### config.mk
export PLATFORM = sky130hd
export DESIGN_NAME = pwm_dim_gen
export DESIGN_NICKNAME = d
export VERILOG_FILES = /design/src/rtl/pwm_dim_pkg.sv /design/src/rtl/pwm_dim_prescale.sv /design/src/rtl/pwm_dim_timebase.sv /design/src/rtl/pwm_dim_channel.sv /design/src/rtl/pwm_dim_gen.sv
export SDC_FILE = /design/constraint.sdc
export NUM_CORES = 1
export LEC_CHECK = 0
export BUFFER_PORTS_ARGS = -buffer_cell sky130_fd_sc_hd__clkbuf_2
export CAP_MARGIN = 40
export CORE_MARGIN = 1
export CORE_UTILIZATION = 57
export DETAILED_ROUTE_END_ITERATION = 7
export GPL_ROUTABILITY_DRIVEN = 0
export PLACE_DENSITY = 0.92
export SLEW_MARGIN = 20
export SYNTH_ARGS = -nofsm -noshare
export SYNTH_HDL_FRONTEND = slang
export SYNTH_SLANG_ARGS = --single-unit
### constraint.sdc
create_clock -name clk_i -period 3.5 [get_ports clk_i]
set_input_delay 0.35 -clock clk_i [delete_from_list [all_inputs] [get_ports clk_i]]
set_output_delay 0.35 -clock clk_i [all_outputs]
set_load 0.05 [all_outputs]
### src/rtl/pwm_dim_pkg.sv
package pwm_dim_pkg;
  localparam int CODE_W = 6;

  typedef enum logic [1:0] {
    SCALE_FULL = 2'd0,
    SCALE_11   = 2'd1,
    SCALE_9    = 2'd2,
    SCALE_7    = 2'd3
  } scale_e;

  typedef struct packed {
    logic   on;
    scale_e scale;
  } chan_cfg_t;

  // only 0x10..0x13 enable a channel; anything else is a safe off
  function automatic chan_cfg_t decode_code(logic [CODE_W-1:0] code);
    chan_cfg_t cfg;
    cfg.on    = (code[CODE_W-1:2] == 4'b0100);
    cfg.scale = cfg.on ? scale_e'(code[1:0]) : SCALE_FULL;
    return cfg;
  endfunction
endpackage

### src/rtl/pwm_dim_prescale.sv
module pwm_dim_prescale #(
  parameter int DIV_FAST = 3,
  parameter int DIV_SLOW = 20
) (
  input  logic clk_i,
  input  logic rst_ni,
  input  logic slow_i,
  output logic tick_o
);
  localparam int DIV_MAX = (DIV_FAST > DIV_SLOW) ? DIV_FAST : DIV_SLOW;
  localparam int CNT_W   = (DIV_MAX > 1) ? $clog2(DIV_MAX) : 1;

  logic [CNT_W-1:0] cnt_q, lim;

  assign lim    = slow_i ? CNT_W'(DIV_SLOW - 1) : CNT_W'(DIV_FAST - 1);
  // >= so that a switch to a shorter ratio never overruns
  assign tick_o = (cnt_q >= lim);

  always_ff @(posedge clk_i or negedge rst_ni) begin
    if (!rst_ni)     cnt_q <= '0;
    else if (tick_o) cnt_q <= '0;
    else             cnt_q <= cnt_q + 1'b1;
  end
endmodule

### src/rtl/pwm_dim_timebase.sv
module pwm_dim_timebase #(
  parameter int CNT_W = 8
) (
  input  logic             clk_i,
  input  logic             rst_ni,
  input  logic             tick_i,
  output logic [CNT_W-1:0] cnt_o,
  output logic             wrap_o
);
  logic [CNT_W-1:0] cnt_q;

  assign cnt_o  = cnt_q;
  assign wrap_o = tick_i && (cnt_q == '1);

  always_ff @(posedge clk_i or negedge rst_ni) begin
    if (!rst_ni)     cnt_q <= '0;
    else if (tick_i) cnt_q <= cnt_q + 1'b1;
  end
endmodule

### src/rtl/pwm_dim_channel.sv
module pwm_dim_channel
  import pwm_dim_pkg::*;
#(
  parameter int DUTY_W = 8
) (
  input  logic              clk_i,
  input  logic              rst_ni,
  input  logic [DUTY_W-1:0] duty_i,
  input  logic [CODE_W-1:0] code_i,
  input  logic [DUTY_W-1:0] cnt_i,
  input  logic              wrap_i,
  input  logic              run_i,
  output logic              gate_o,
  output logic [1:0]        scale_o,
  output logic [DUTY_W-1:0] duty_act_o
);
  chan_cfg_t         cfg;
  logic [DUTY_W-1:0] duty_q;
  logic              gate_q;
  scale_e            scale_q;

  assign cfg        = decode_code(code_i);
  assign gate_o     = gate_q;
  assign scale_o    = scale_q;
  assign duty_act_o = duty_q;

  always_ff @(posedge clk_i or negedge rst_ni) begin
    if (!rst_ni)     duty_q <= '0;
    else if (wrap_i) duty_q <= duty_i;
  end

  always_ff @(posedge clk_i or negedge rst_ni) begin
    if (!rst_ni) begin
      gate_q  <= 1'b0;
      scale_q <= SCALE_FULL;
    end else begin
      gate_q  <= run_i && cfg.on && (cnt_i < duty_q);
      scale_q <= cfg.scale;
    end
  end
endmodule

### src/rtl/pwm_dim_gen.sv
module pwm_dim_gen
  import pwm_dim_pkg::*;
#(
  parameter int N_CH     = 18,
  parameter int DUTY_W   = 8,
  parameter int DIV_FAST = 3,
  parameter int DIV_SLOW = 20
) (
  input  logic                     clk_i,
  input  logic                     rst_ni,
  input  logic [N_CH*DUTY_W-1:0]   duty_i,
  input  logic [N_CH*CODE_W-1:0]   code_i,
  input  logic                     slow_sel_i,
  input  logic                     sw_run_i,
  input  logic                     all_off_i,
  input  logic                     hw_shdn_ni,
  output logic [N_CH-1:0]          gate_o,
  output logic [N_CH*2-1:0]        scale_o
);
  logic              tick;
  logic              period_wrap;
  logic [DUTY_W-1:0] cnt;
  logic              run;
  logic [N_CH*DUTY_W-1:0] duty_act_flat;

  assign run = sw_run_i && hw_shdn_ni && !all_off_i;

  pwm_dim_prescale #(
    .DIV_FAST(DIV_FAST),
    .DIV_SLOW(DIV_SLOW)
  ) u_pre (
    .clk_i (clk_i),
    .rst_ni(rst_ni),
    .slow_i(slow_sel_i),
    .tick_o(tick)
  );

  pwm_dim_timebase #(.CNT_W(DUTY_W)) u_tb (
    .clk_i (clk_i),
    .rst_ni(rst_ni),
    .tick_i(tick),
    .cnt_o (cnt),
    .wrap_o(period_wrap)
  );

  for (genvar k = 0; k < N_CH; k++) begin : g_ch
    pwm_dim_channel #(.DUTY_W(DUTY_W)) u_ch (
      .clk_i     (clk_i),
      .rst_ni    (rst_ni),
      .duty_i    (duty_i[k*DUTY_W +: DUTY_W]),
      .code_i    (code_i[k*CODE_W +: CODE_W]),
      .cnt_i     (cnt),
      .wrap_i    (period_wrap),
      .run_i     (run),
      .gate_o    (gate_o[k]),
      .scale_o   (scale_o[k*2 +: 2]),
      .duty_act_o(duty_act_flat[k*DUTY_W +: DUTY_W])
    );
  end
endmodule

==> impl_metrics.ini <==
[sta]
fin_setup_tns_ns = 0
final.period_utilization = 0.772
grt_setup_unrepaired = no
tmin_final_ns = 2.70
slew_viol_final = 0
worstMarginPinSlew_ns = 0.801
setup_violations = 0
final-hold-violation-count = 0
hold_ws_ns = 0.0385
clock_skew_ns = 0.0114
max-slew-margin-rel = 0.466
maxClockFrequency_mhz = 370

[clocking]
cts-resized-gates = 0
numCtsBuffers = 24
clk_pin_slew_worst_paths_ns = 0.06
tritoncts_num_sinks = 211
clockBufferDepth = 3
cts_tree = built
clock-root-buffer = sky130_fd_sc_hd__clkbuf_16
htree_levels = 1
cts.repair_timing.setup_buffer_count = 0
clock_latency_ns = 0.51

[logic_synthesis]
mappedNetlistNets = 1309
synth_area_leader_cell = sky130_fd_sc_hd__dfrtp_1
post-synth-top-count-cell = sky130_fd_sc_hd__dfrtp_1
avgSynthCellArea_um2 = 12.1
ys.warnings.count = 0
postSynthRegisterBits = 211
synth_cell_type_count = 34
synth_commonest_cells = 211 x sky130_fd_sc_hd__dfrtp_1, 130 x sky130_fd_sc_hd__ha_1, 129 x sky130_fd_sc_hd__inv_1
synth_flop_cell = sky130_fd_sc_hd__dfrtp_1
async_reset_ff_frac = 1.00
synth.cell_area_um2 = 11100
synth-edff-count = 0
synth_cells = 921
post_synth_main_area_contributors = sky130_fd_sc_hd__dfrtp_1 48%, sky130_fd_sc_hd__ha_1 15%, sky130_fd_sc_hd__mux2_2 8.6%
synth_largest_type_area_fraction = 0.476
seq_area_frac_synth = 0.476

[grt]
gr-total-overflow = 0
grt_start_max_net_pins = 90
vias_in_the_first_global_route = 9059
grt_antenna_before_repair = 1
globalRouteTotalUtil = 0.282
grt_pass1_wl_um = 44000

[run_status]
status = completed

[cells_and_area]
finish.net_count = 1625
drive_above_1_share = 0.361
areaGrowthSynthToFinish_pct = 23.5

[floorplanning]
number_of_placement_rows = 50
io-pin-count = 312
fp.dieArea_um2 = 20000
fp.dieH_um = 142
floorplan.core_area_um2 = 18900
die_w_um = 142
start_util = 0.588

[drt]
initialDrtViolationCount = 326
route.final.wire_length_um = 27400
drt_drc_violations_left = 0
routed_via_density = 5.40
wire_per_inst_um = 18.1
vias = 8189
drt-pass1-iter-count = 4
antenna_violating_nets_post_route = 0

[worst_setup_path]
path_class = register to register
critical-path-slowest-cell = sky130_fd_sc_hd__a2111oi_4
start_kind = register
crit_path_cell_trace = inv_1 -> ha_1 -> nand2b_1 -> a2111oi_4 -> nor4_4 -> buf_4 -> buf_16 -> mux2_1
crit_arrival_ns = 3.08
crit_path_max_incr_delay_ns = 0.63
cp_data_required_time_ns = 3.88
timing.rr.start = u_pre.cnt_q[0]
worstPathMaxFanout = 55
crit_family = buffers and inverters
ff2ff_setup_slack_ns = 0.80
path_depth = 8
worst_setup_path_startpoint = u_pre.cnt_q[0]
ff2ff_path_depth = 8
timing.rr.end = g_ch[12].u_ch.duty_act_o[3]
setup.worst_path.end_class = register
destination_of_the_critical_timing_path = g_ch[12].u_ch.duty_act_o[3]
critical_path_buf_inv_count = 3

[power_and_ir_drop]
power_density_nw_per_um2 = 532
leakagePower_uw = 0.00722
maximum_vdd_drop_v = 0.000432

[flow_run]
drv_cap = 0

[place]
dp.final_hpwl_um = 19200
count_of_port_buffers_added_during_placement = 311

[min_path]
min_path_type = input port to register
-- registers in the layout, indices dropped and copies added (netlist names) --
register	flops
g_ch.u_ch.duty_act_o	144
g_ch.u_ch.scale_o	36
g_ch.u_ch.gate_o	18
u_tb.cnt_o	8
u_pre.cnt_q	5
-- final cells by class --
type | instances | area [µm²]
Multi-Input combinational cell | 545 | 5070
Antenna cell | 1 | 2.50
Clock inverter | 7 | 70.1
Timing Repair Buffer | 326 | 1710
Fill cell | 1248 | 5190
Sequential cell | 211 | 5280
Inverter | 129 | 484
Clock buffer | 37 | 761
Tap cell | 260 | 325
-- logic make-up after synthesis --
kind of cell | Yosys count | synth area share
muxes | 145 | 0.147
DFF | 211 | 0.476
AOI/OAI and AO/OA | 93 | 0.0604
and+or+nand+nor | 167 | 0.0949
xor gates and xnor gates | 10 | 0.00789
adders and majority gates | 130 | 0.147
buffers and inverters | 165 | 0.0675
-- metrics by stage --
stage           util  power [µW]  std cells  setup slack (ns)  instance area [µm²]
3_5_place_dp   0.681        4730       1470             0.778                12900
4_1_cts        0.725        7340       1515             0.785                13700
3_3_place_gp   0.679        4560       1469             0.764                12800
6_report       0.725        7290       1516             0.798                13700
5_1_grt        0.725        7750       1515             0.632                13700
2_1_floorplan      -        3950        921              1.26                11100
-- per-layer routing --
layer / GRT usage / routed length [µm] / vias up
li1: - / - / 3823
met1: 0.325 / 10700 / 4009
met2: 0.514 / 14300 / 253
met3: 0.0368 / 1090 / 104
met4: 0.144 / 1400 / 0
met5: 0 / 0 / -
-- worst reg2reg max path, delay by kind of cell, from the launching register on --
family          cells  cell delay (ns)
buf+inv             3             0.63
compound gates      1             0.63
flops               1             0.39
mux                 1             0.38
simple gates        2             0.30
fa+ha+maj           1             0.26
-- where the power goes --
group / switching [µW] / internal (µW)
registers: 48.4 / 2510
clock network: 1000 / 1570
logic: 1250 / 913
-- cell usage in the layout (no fill, tap or decap), types with 2 or more instances in the layout --
cell type                   count
sky130_fd_sc_hd__a211oi_1      17
sky130_fd_sc_hd__a21o_1        18
sky130_fd_sc_hd__a21oi_1       20
sky130_fd_sc_hd__and2_1        36
sky130_fd_sc_hd__buf_4         12
sky130_fd_sc_hd__clkbuf_1       3
sky130_fd_sc_hd__clkbuf_16     25
sky130_fd_sc_hd__clkbuf_2     310
sky130_fd_sc_hd__clkbuf_8      10
sky130_fd_sc_hd__clkinv_2       4
sky130_fd_sc_hd__dfrtp_1      211
sky130_fd_sc_hd__ha_1         130
sky130_fd_sc_hd__inv_1        129
sky130_fd_sc_hd__mux2_1        60
sky130_fd_sc_hd__mux2_2        85
sky130_fd_sc_hd__nand2_1        5
sky130_fd_sc_hd__nand2b_1      19
sky130_fd_sc_hd__nand3_1        4
sky130_fd_sc_hd__nand4_1       17
sky130_fd_sc_hd__nor2_1        24
sky130_fd_sc_hd__nor2b_1       18
sky130_fd_sc_hd__nor3_1         2
sky130_fd_sc_hd__nor3b_1       18
sky130_fd_sc_hd__nor4_1         2
sky130_fd_sc_hd__nor4b_1       19
sky130_fd_sc_hd__o21ai_0       17
sky130_fd_sc_hd__o311a_1       17
sky130_fd_sc_hd__xor2_1         9
-- how the worst min path moves through the flow --
stage | from | to | cells past startpoint
final | code_i[96] | g_ch[16].u_ch.scale_o[0] | 2
after global routing | code_i[73] | g_ch[12].u_ch.scale_o[1] | 2
after CTS | code_i[96] | g_ch[16].u_ch.scale_o[0] | 2
after detailed placement | rst_ni | g_ch[3].u_ch.scale_o[1] | 1
after global placement | rst_ni | g_ch[3].u_ch.scale_o[0] | 1
after floorplan | rst_ni | g_ch[0].u_ch.duty_act_o[0] | 0
-- timing repair --
| action | CTS | global route |
|---|---|---|
| hold endpoints to repair | 87 | 0 |
| hold buffers | 1 | 0 |
| endpoints found under the setup margin | 0 | 0 |
(Power assumes the default switching activity.)
